--- src/rtl/adc_seq_pkg.sv ---
package adc_seq_pkg;

    localparam int DATA_W      = 12;
    localparam int WORD_W      = 16;
    localparam int STREAM_W    = 2 * WORD_W;
    localparam int FALL_W      = 6;
    localparam int PD_FALLS    = 8;
    localparam int CONV_FALLS  = WORD_W;
    localparam int CHAIN_FALLS = STREAM_W;

    typedef enum logic [2:0] {
        OP_CONV    = 3'd0,
        OP_CHAIN   = 3'd1,
        OP_PD_PART = 3'd2,
        OP_PD_FULL = 3'd3,
        OP_WAKE    = 3'd4
    } op_e;

    // serial word as it arrives, MSB first
    typedef struct packed {
        logic              lead;
        logic              zflag;
        logic              src;
        logic              pair;
        logic [DATA_W-1:0] data;
    } word_t;

    typedef struct packed {
        logic [DATA_W-1:0] data_a;
        logic [DATA_W-1:0] data_b;
        logic              pair_a;
        logic              pair_b;
        logic              err;
    } result_t;

    function automatic logic word_bad(input word_t w);
        return w.lead | w.zflag;
    endfunction

endpackage

--- src/rtl/adc_seq_frame.sv ---
module adc_seq_frame #(
    parameter int HALF = 2,
    parameter int FW   = 6
) (
    input  logic          clk,
    input  logic          rst,
    input  logic          start,
    input  logic [FW-1:0] falls_req,
    output logic          cs_n,
    output logic          sclk,
    output logic          sample,
    output logic          done
);
    localparam int TW = (HALF > 1) ? $clog2(HALF) : 1;

    typedef enum logic [1:0] {PH_IDLE, PH_SETUP, PH_LOW, PH_HIGH} ph_e;

    ph_e           ph;
    logic [TW-1:0] tcnt;
    logic [FW-1:0] fcnt;
    logic [FW-1:0] req_q;
    logic          tlast;

    assign tlast = (tcnt == TW'(HALF - 1));

    always_comb begin
        sample = tlast && ((ph == PH_SETUP) || (ph == PH_HIGH && fcnt != req_q));
        done   = tlast && (ph == PH_HIGH) && (fcnt == req_q);
        cs_n   = (ph == PH_IDLE);
        sclk   = (ph != PH_LOW);
    end

    always_ff @(posedge clk) begin
        if (rst) begin
            ph    <= PH_IDLE;
            tcnt  <= '0;
            fcnt  <= '0;
            req_q <= '0;
        end else if (ph == PH_IDLE) begin
            if (start) begin
                ph    <= PH_SETUP;
                tcnt  <= '0;
                fcnt  <= '0;
                req_q <= falls_req;
            end
        end else if (!tlast) begin
            tcnt <= tcnt + 1'b1;
        end else begin
            tcnt <= '0;
            case (ph)
                PH_SETUP: begin
                    ph   <= PH_LOW;
                    fcnt <= fcnt + 1'b1;
                end
                PH_LOW: ph <= PH_HIGH;
                default: begin
                    if (fcnt == req_q) begin
                        ph <= PH_IDLE;
                    end else begin
                        ph   <= PH_LOW;
                        fcnt <= fcnt + 1'b1;
                    end
                end
            endcase
        end
    end

endmodule

--- src/rtl/adc_seq_shift.sv ---
module adc_seq_shift #(
    parameter int W = 16
) (
    input  logic         clk,
    input  logic         rst,
    input  logic         clr,
    input  logic         en,
    input  logic         din,
    output logic [W-1:0] q
);
    always_ff @(posedge clk) begin
        if (rst || clr) begin
            q <= '0;
        end else if (en) begin
            q <= {q[W-2:0], din};
        end
    end
endmodule

--- src/rtl/adc_seq_sort.sv ---
module adc_seq_sort
    import adc_seq_pkg::*;
(
    input  logic                chain,
    input  logic [STREAM_W-1:0] stream_a,
    input  logic [WORD_W-1:0]   word_b,
    output result_t             res
);
    word_t w_hi, w_lo, w_b, first, second;
    logic  id_bad;

    assign w_hi = word_t'(stream_a[STREAM_W-1:WORD_W]);
    assign w_lo = word_t'(stream_a[WORD_W-1:0]);
    assign w_b  = word_t'(word_b);

    always_comb begin
        if (chain) begin
            first  = w_hi.src ? w_lo : w_hi;
            second = w_hi.src ? w_hi : w_lo;
            id_bad = (w_hi.src == w_lo.src);
        end else begin
            first  = w_lo;
            second = w_b;
            id_bad = w_lo.src | ~w_b.src;
        end
        res.data_a = first.data;
        res.pair_a = first.pair;
        res.data_b = second.data;
        res.pair_b = second.pair;
        res.err    = word_bad(first) | word_bad(second) | id_bad;
    end
endmodule

--- src/rtl/adc_dual_read_seq.sv ---
module adc_dual_read_seq
    import adc_seq_pkg::*;
#(
    parameter int SCLK_HALF = 2,
    parameter int QUIET_CYC = 6,
    parameter int WAKE_CYC  = 40
) (
    input  logic              clk,
    input  logic              rst,
    input  logic              cmd_valid,
    output logic              cmd_ready,
    input  logic [2:0]        cmd_op,
    output logic              adc_cs_n,
    output logic              adc_sclk,
    input  logic              adc_dout_a,
    input  logic              adc_dout_b,
    output logic              res_valid,
    input  logic              res_ready,
    output logic [DATA_W-1:0] res_data_a,
    output logic [DATA_W-1:0] res_data_b,
    output logic              res_pair_a,
    output logic              res_pair_b,
    output logic              res_err
);
    localparam int MAX_WAIT = (QUIET_CYC > WAKE_CYC) ? QUIET_CYC : WAKE_CYC;
    localparam int CW       = $clog2(MAX_WAIT + 1);

    typedef enum logic [1:0] {S_IDLE, S_FRAME, S_QUIET, S_SETTLE} st_e;

    st_e                 st;
    logic [CW-1:0]       cnt;
    logic                second_q, chain_q, conv_q, long_wake_q, full_pd_q;
    result_t             res_q, sorted;
    logic                accept, op_known, start, f_sample, f_done, q_last;
    logic [FALL_W-1:0]   falls_req;
    logic [STREAM_W-1:0] sh_a;
    logic [WORD_W-1:0]   sh_b;
    op_e                 op;

    assign op        = op_e'(cmd_op);
    assign cmd_ready = (st == S_IDLE) && !res_valid;
    assign accept    = cmd_valid && cmd_ready;
    assign op_known  = (cmd_op <= 3'd4);
    assign q_last    = (cnt == CW'(QUIET_CYC - 1));
    assign start     = (accept && op_known) || (st == S_QUIET && q_last && second_q);

    always_comb begin
        falls_req = FALL_W'(PD_FALLS);
        if (st == S_IDLE) begin
            case (op)
                OP_CONV, OP_WAKE: falls_req = FALL_W'(CONV_FALLS);
                OP_CHAIN:         falls_req = FALL_W'(CHAIN_FALLS);
                default:          falls_req = FALL_W'(PD_FALLS);
            endcase
        end
    end

    adc_seq_frame #(.HALF(SCLK_HALF), .FW(FALL_W)) u_frame (
        .clk(clk), .rst(rst), .start(start), .falls_req(falls_req),
        .cs_n(adc_cs_n), .sclk(adc_sclk), .sample(f_sample), .done(f_done)
    );

    adc_seq_shift #(.W(STREAM_W)) u_shift_a (
        .clk(clk), .rst(rst), .clr(start), .en(f_sample), .din(adc_dout_a), .q(sh_a)
    );

    adc_seq_shift #(.W(WORD_W)) u_shift_b (
        .clk(clk), .rst(rst), .clr(start), .en(f_sample), .din(adc_dout_b), .q(sh_b)
    );

    adc_seq_sort u_sort (
        .chain(chain_q), .stream_a(sh_a), .word_b(sh_b), .res(sorted)
    );

    always_ff @(posedge clk) begin
        if (rst) begin
            st          <= S_IDLE;
            cnt         <= '0;
            second_q    <= 1'b0;
            chain_q     <= 1'b0;
            conv_q      <= 1'b0;
            long_wake_q <= 1'b0;
            full_pd_q   <= 1'b0;
            res_valid   <= 1'b0;
            res_q       <= '0;
        end else begin
            if (res_valid && res_ready) res_valid <= 1'b0;
            case (st)
                S_IDLE: begin
                    if (accept && op_known) begin
                        st      <= S_FRAME;
                        chain_q <= (op == OP_CHAIN);
                        conv_q  <= (op == OP_CONV) || (op == OP_CHAIN);
                        case (op)
                            OP_PD_PART: full_pd_q <= 1'b0;
                            OP_PD_FULL: begin
                                full_pd_q <= 1'b1;
                                second_q  <= 1'b1;
                            end
                            OP_WAKE: begin
                                long_wake_q <= full_pd_q;
                                full_pd_q   <= 1'b0;
                            end
                            default: ;
                        endcase
                    end
                end
                S_FRAME: begin
                    if (f_done) begin
                        st  <= S_QUIET;
                        cnt <= '0;
                        if (conv_q) begin
                            res_q     <= sorted;
                            res_valid <= 1'b1;
                        end
                    end
                end
                S_QUIET: begin
                    if (q_last) begin
                        cnt <= '0;
                        if (second_q) begin
                            second_q <= 1'b0;
                            st       <= S_FRAME;
                        end else if (long_wake_q) begin
                            long_wake_q <= 1'b0;
                            st          <= S_SETTLE;
                        end else begin
                            st <= S_IDLE;
                        end
                    end else begin
                        cnt <= cnt + 1'b1;
                    end
                end
                default: begin
                    if (cnt == CW'(WAKE_CYC - 1)) begin
                        cnt <= '0;
                        st  <= S_IDLE;
                    end else begin
                        cnt <= cnt + 1'b1;
                    end
                end
            endcase
        end
    end

    assign res_data_a = res_q.data_a;
    assign res_data_b = res_q.data_b;
    assign res_pair_a = res_q.pair_a;
    assign res_pair_b = res_q.pair_b;
    assign res_err    = res_q.err;

endmodule

--- config.mk ---
export PLATFORM = sky130hd
export DESIGN_NAME = adc_dual_read_seq
export DESIGN_NICKNAME = d
export VERILOG_FILES = /design/src/rtl/adc_seq_pkg.sv /design/src/rtl/adc_seq_frame.sv /design/src/rtl/adc_seq_shift.sv /design/src/rtl/adc_seq_sort.sv /design/src/rtl/adc_dual_read_seq.sv
export SDC_FILE = /design/constraint.sdc
export NUM_CORES = 1
export LEC_CHECK = 0
export BUFFER_PORTS_ARGS = -buffer_cell sky130_fd_sc_hd__buf_2
export CAP_MARGIN = 20
export CORE_MARGIN = 8
export CORE_UTILIZATION = 56
export CTS_BUF_LIST = sky130_fd_sc_hd__clkbuf_2
export CTS_CLUSTER_DIAMETER = 80
export DETAILED_ROUTE_END_ITERATION = 7
export MAX_ROUTING_LAYER = met4
export PLACE_DENSITY_LB_ADDON = 0.3
export SLEW_MARGIN = 40
export SYNTH_ARGS = -nofsm -noshare
export SYNTH_HDL_FRONTEND = slang
export SYNTH_SLANG_ARGS = --single-unit
--- constraint.sdc ---
create_clock -name clk -period 1.92 [get_ports clk]
set_input_delay 0.384 -clock clk [delete_from_list [all_inputs] [get_ports clk]]
set_output_delay 0.384 -clock clk [all_outputs]
set_load 0.1 [all_outputs]
==> metrics, run 1 <==
status=finished with violations; failing checks=negative setup slack; Die H=106 µm; Layout area overhead=21.3%; Core Rows=33; first-pass GRT wire length=18500 µm; worst-margin pin slew=0.613 ns; DRC violations left=0; FMAX=510 MHz; post-DR wirelength/cell=15.9 µm; Port Buffer Count=39; largest net degree at the start of global routing=58; number of synthesized flops with an enable pin=0; hold crit path type=in2reg; GRT Residual Overflow=0; Num CTS Buffers=9; Core Util, Final=68.7%; CTS tree=yes; clk root buf=clkbuf_2; Critical Path AT=2.45 ns; DR iter-0 viols=338; setup violators final=5; Final Critical Period=1.96 ns; total power divided by cell area=738 nW/µm²; total chip power=4.10 mW; DP Area=5100 µm²; Setup WS pre-CTS=-0.102 ns; Synth async-reset ratio=0%; vias post-DR=4239; fin area=5560 µm²; # IOs=40; Cell variety after synth=45; clk sink count=101; Tot GR Track Use=20.3%; Syn Std Cell Area=4580 µm²; Critical Path Source Type=flip-flop; register area share after synthesis=44.1%; FF+latch count, synth=101; core area=8090 µm²; setup ws final=-0.0397 ns; Leakage=1.97 nW; Final Hold Slack=0.0185 ns; Critical Path Fanout Max=48; Peak VDD IR=396 µV; Synthesized Nets=584; Cells after Synth=563; Final Slew Violations=0; drt total wl=11700 µm; antenna violations before repair=0; via/cell ratio=5.78; Slew HR=59.1%; worst skew pair latency=0.57 ns; share of cells above drive strength 1=23.8%; CP endpoint kind=flip-flop; RSZ-0062 raised after global routing=yes; fin crit share=102%; Final Hold Vio Count=0; HPWL after detailed placement=7670 µm; clock skew=0.0337 ns; Setup CP Type=reg2reg; ys flop type=dfxtp_1; CTS H-Tree Depth=3; # fillers=644; starting density of the core=56.6%; worst path required time=2.42 ns; Ant. Diodes=0; TritonRoute pass-1 iters=5; Max Cap Viol=0; Routed Antenna Nets=0; die width=106 µm; Reg clk slew, reported paths=0.29 ns; Synth Area per Inst=8.14 µm²; Final nets=645; gpl congestion=0.894; Max clock buf depth=2; die footprint=11300 µm²; synth warn=0; vias in the first global route=3868
[kinds of logic after synthesis]
logic type / share of synthesized area (%)
mux: 6.12
buf+inv: 4.75
simple gates: 21.2
fa+ha+maj: 3.28
compound gates: 19.9
flops: 44.1
xor+xnor: 0.574
[stage by stage]
step | setup TNS (ns) | cells
after floorplan | -0.00430 | 563
after global placement | 0 | 702
after detailed placement | -1.15 | 702
after CTS | -0.00625 | 723
after global routing | -1.97 | 734
final | -0.0796 | 734
[cells in the mapped netlist (3+ instances only)]
library cell	instances	area, µm²
or3_1	5	31.3
mux2i_1	28	280
nor2_1	29	109
inv_1	14	52.6
a32o_1	3	30.0
nand3b_1	3	22.5
buf_2	14	70.1
clkbuf_1	24	90.1
dfxtp_1	101	2020
a311oi_1	4	35.0
o211ai_1	14	105
a21oi_1	75	375
a31oi_1	4	25.0
o21a_1	3	22.5
o21ai_0	10	50.1
nand2_1	137	514
and3_1	4	25.0
nand2b_1	7	43.8
nor3_1	4	20.0
nand3_1	9	45.0
a41oi_1	3	26.3
nor2b_1	6	37.5
a211oi_1	17	128
xnor2_1	3	26.3
ha_1	12	150
[critical path, cell delays in order (launching register included)]
cell and delay, ns:
dfxtp_4 0.43, inv_4 0.05, ha_4 0.17, and3b_2 0.24, and2_4 0.15, or3_4 0.58, a21oi_1 0.23
[sequential cells by signal, summed over array words and instances, names as in the netlist, 2 cells and up]
signal	count
res_data_b	12
u_shift_a.q	32
st	2
res_data_a	12
u_shift_b.q	16
u_frame.fcnt	6
u_frame.req_q	3
cnt	6
u_frame.ph	2
[timing repair]
action                                  4_1_cts  5_1_grt
cloned                                        0        1
hold buffers                                  0        1
buffers inserted                              5        9
gates resized for setup                      25       27
pin swaps                                     2       11
endpoints found under the setup margin       33       66
hold endpoints to repair                      0        1
[cell usage in the layout (no fill, tap or decap), drive strengths merged, types with 2 or more instances in the layout]
cell type  Yosys  routed
nand2b         7       7
and4b          2       2
clkinv         0       2
o21ai         12      12
a41oi          3       3
o32ai          2       2
xnor2          3       3
o211ai        14      14
or4            2       2
mux2i         28      28
nor2          29      29
or3            5       5
dfxtp        101     101
a31o           2       2
a211oi        17      17
nand4          2       2
nor3           5       5
a311oi         4       4
a31oi          4       4
ha            12      12
nor2b          6       6
nand3b         3       3
buf           14      87
and2           2       2
clkbuf        25      11
o21a           3       3
a32o           3       3
nand2        137     137
o21bai         2       2
a21oi         75      75
inv           14      17
nand3          9       9
and3           4       4
nor3b          2       2
a211o          2       2
[final cells by class]
type / count / area [µm²] / share of cell area (%)
tap: 105 / 131 / 2.36
clock buffer: 10 / 50.0 / 0.901
multi-input combinational: 409 / 2530 / 45.6
clock inverter: 6 / 68.8 / 1.24
timing repair buffer: 89 / 677 / 12.2
sequential: 101 / 2040 / 36.7
inverter: 14 / 57.6 / 1.04
[report_power, final]
part           switching [mW]  total (mW)  internal, mW
clock network           0.737        1.06         0.321
logic                   0.506       0.860         0.355
registers              0.0403        2.18          2.14
total                    1.28        4.10          2.82
[per-layer routing]
| layer | wire length, µm | GRT usage, % | share of wire [%] |
|---|---|---|---|
| met5 | 0 | - | 0 |
| met3 | 636 | 3.93 | 5.5 |
| met4 | 172 | 6.43 | 1.5 |
| met1 | 5160 | 25.0 | 44 |
| met2 | 5690 | 32.8 | 49 |
[path summary, 6_finish.rpt]
path,cells after the start,start,slack (ns),endpoint
worst max-delay path,6,st[0],-0.04,u_shift_a.q[10]
worst min-delay path,3,adc_dout_b,0.02,u_shift_b.q[0]
worst max register to register,6,st[0],-0.04,u_shift_a.q[10]
worst min register to register,2,u_shift_b.q[15],0.47,u_shift_b.q[15]
Power figures use the tool's default switching activity.
==> run 2, diff against run 1 <==
ABC_AREA = 1   (was not set)
CORE_UTILIZATION = 54   (was 56)
CTS_BUF_LIST = not set   (was sky130_fd_sc_hd__clkbuf_2)
==> run 2 against run 1 <==
- the run now ends clean
- sequential power rose by 4%
- total power increased by 24%
- synthesized cell count grew 21%
- sequential share of layout area rose by 0.70 points
- via count increased by 4.3%
- routed wire length down 3.7%
- final area shrank 2.6%
- non-clock buffer count is 35 lower
- die area is 8.8% higher
- largest power group unchanged
==> metrics, run 2 <==
Max clock buf depth=2 (unchanged); vias post-DR=4421 (+4.3%); dpl cells=809 (+15%); Max Cap Viol=0 (unchanged); drt total wl=11200 µm (-3.7%); number of synthesized flops with an enable pin=0 (unchanged); Layout area overhead=10.9%; Port Buffer Count=39 (unchanged); vias in the first global route=4162 (+7.6%); clk root buf=clkbuf_8; Final Slew Violations=0 (unchanged); Reg clk slew, reported paths=0.11 ns (-0.18 ns); status=finished clean; clock skew=0.0165 ns (-0.0172 ns); ys flop type=dfxtp_1; Syn Std Cell Area=4880 µm² (+6.5%); Top Registers=u_shift_a.q x32, u_shift_b.q x16; starting density of the core=55.7% (-0.93 points); worst path required time=1.54 ns (-0.88 ns); die width=111 µm (+4.3%); most frequent cells in the layout=171 x nand2_1, 102 x nor2_1, 98 x dfxtp_1, 49 x inv_1, 48 x a21oi_1; Ant. Diodes=0 (unchanged); adder-cell share of the synthesized area=3.08% (-0.20 points); mux contribution to synthesized area=3.00% (-3.1 points); Critical Path Source Type=flip-flop; CTS H-Tree Depth=3 (unchanged); FF+latch count, synth=101 (unchanged); post-synth top area share=41.4% (-2.7 points); via/cell ratio=5.35 (-7.4%); # fillers=809 (+26%); Synth async-reset ratio=0% (unchanged); Final Hold Slack=0.263 ns (+0.244 ns); Critical Path AT=1.44 ns (-1.01 ns); Peak VDD IR=521 µV (+31%); hold crit path type=in2reg; gpl congestion=0.858 (-4.0%); DRC violations left=0 (unchanged); post-DR wirelength/cell=13.6 µm (-14%); worst-margin pin slew=0.501 ns (-0.112 ns); simple-gate share of the synthesized area=28.8% (+7.6 points); Post-Synth XOR/XNOR Area=0% (-0.57 points); largest family of logic cells by synthesized area=simple AND/OR/NAND/NOR gates; first-pass GRT wire length=18600 µm (+0.60%); setup violators final=0 (-5); synth top area cells=dfxtp_1 41%, nand2_1 13%, nor2_1 7.9%; Core Util, Final=61.8% (-6.9 points); Synth Area in Compound Gates=15.5% (-4.4 points); Core Rows=34 (+3.0%); total power divided by cell area=936 nW/µm² (+27%); DP Area=5170 µm² (+1.4%); TritonRoute pass-1 iters=5 (unchanged); Cells after Synth=679 (+21%); max FFs per register=32 (unchanged); CP endpoint kind=primary output; Synthesized Nets=700 (+20%); Leakage=2.37 nW (+20%); Routed Antenna Nets=0 (unchanged); CTS tree=yes; non-filler cells, final=827 (+13%); die footprint=12300 µm² (+8.8%); HPWL after detailed placement=7460 µm (-2.8%); Setup CP Type=reg2out; Cell variety after synth=34 (-24%); fin area=5410 µm² (-2.6%); clk sink count=101 (unchanged); core area=8760 µm² (+8.3%); Reg with most FFs=u_shift_a.q; top post-synthesis cells by count=172 x nand2_1, 103 x nor2_1, 101 x dfxtp_1; Final Hold Vio Count=0 (unchanged); Slew HR=66.8% (+7.7 points); largest net degree at the start of global routing=49 (-16%); Tot GR Track Use=17.7% (-2.6 points); worst skew pair latency=0.37 ns (-0.20 ns); FMAX=549 MHz (+7.5%); Final Critical Period=1.82 ns (-0.137 ns); Num CTS Buffers=9 (unchanged); cell accounting for the most synthesized area=dfxtp_1; synth warn=0 (unchanged); most common cell after layout, fill and taps aside=nand2_1; fin crit share=94.9% (-7.2 points); total chip power=5.07 mW (+24%); antenna violations before repair=0 (unchanged); Die H=111 µm (+4.3%); Synth Area per Inst=7.19 µm² (-12%); top-count cell post-synth=nand2_1; share of cells above drive strength 1=19.1% (-4.8 points); Critical Path Fanout Max=5 (-90%); Final nets=735 (+14%); # IOs=40 (unchanged); RSZ-0062 raised after global routing=yes; DR iter-0 viols=302 (-11%); register area share after synthesis=41.4% (-2.7 points); GRT Residual Overflow=0 (unchanged)
-- run 2: layout make-up --
cell class | instances | area, µm² | share of cell area [%]
multi-input combinational | 495 | 2480 | 45.9
sequential | 101 | 2030 | 37.4
timing repair buffer | 54 | 373 | 6.89
inverter | 53 | 204 | 3.77
clock buffer | 10 | 138 | 2.54
tap | 108 | 135 | 2.50
clock inverter | 6 | 52.6 | 0.971
-- run 2: what timing repair did --
action | CTS | global route
endpoints found under the setup margin | 6 | 46
setup buffers | 0 | 1
cloned | 0 | 1
resized for setup | 3 | 9
pin swaps | 0 | 1
hold buffers | 0 | 0
-- run 2: final timing paths --
kind / endpoint / depth (start not counted) / slack (ns) / from
max: cmd_ready / 6 / 0.1 / st[1]
min reg2reg: second_q / 2 / 0.48 / second_q
min: u_shift_b.q[0] / 3 / 0.26 / adc_dout_b
max reg2reg: u_frame.fcnt[0] / 10 / 0.12 / u_frame.ph[0]
-- run 2: through the flow --
step                      setup TNS, ns  setup slack, ns
after floorplan                       0            0.185
after global placement                0           0.0633
after detailed placement        -0.0110          -0.0110
after CTS                             0           0.0203
after global routing            -0.0491          -0.0313
final                                 0           0.0976
-- run 2: cell families (layout without fill, tap and decap cells) --
group,count (synthesis),after routing
AO/OA/AOI/OAI,135,135
multiplexers,13,13
buffers and inverters,84,123
AND/OR/NAND/NOR,334,335
adder cells (fa/ha/maj),12,12
flip-flops,101,101
-- run 2: report_power, final --
group          leakage, nW  total (mW)  switching, mW  internal [mW]
Clock               0.0967        1.31          0.784          0.531
Sequential           0.816        2.27         0.0819           2.19
Combinational         1.45        1.48          0.980          0.499
-- run 2: critical path, cell delays in order (launching register included) --
cell and delay (ns):
dfxtp_2 0.35, inv_1 0.10, ha_1 0.19, buf_4 0.14
nand2_1 0.05, inv_1 0.08, buf_12 0.18
-- run 2: routing by layer --
layer,up-vias,global-route usage [%],routed length [µm]
met4,0,5.96,165
met5,-,-,0
met2,99,28.7,5380
met3,17,3.68,471
met1,2058,21.5,5210
li1,2247,-,-
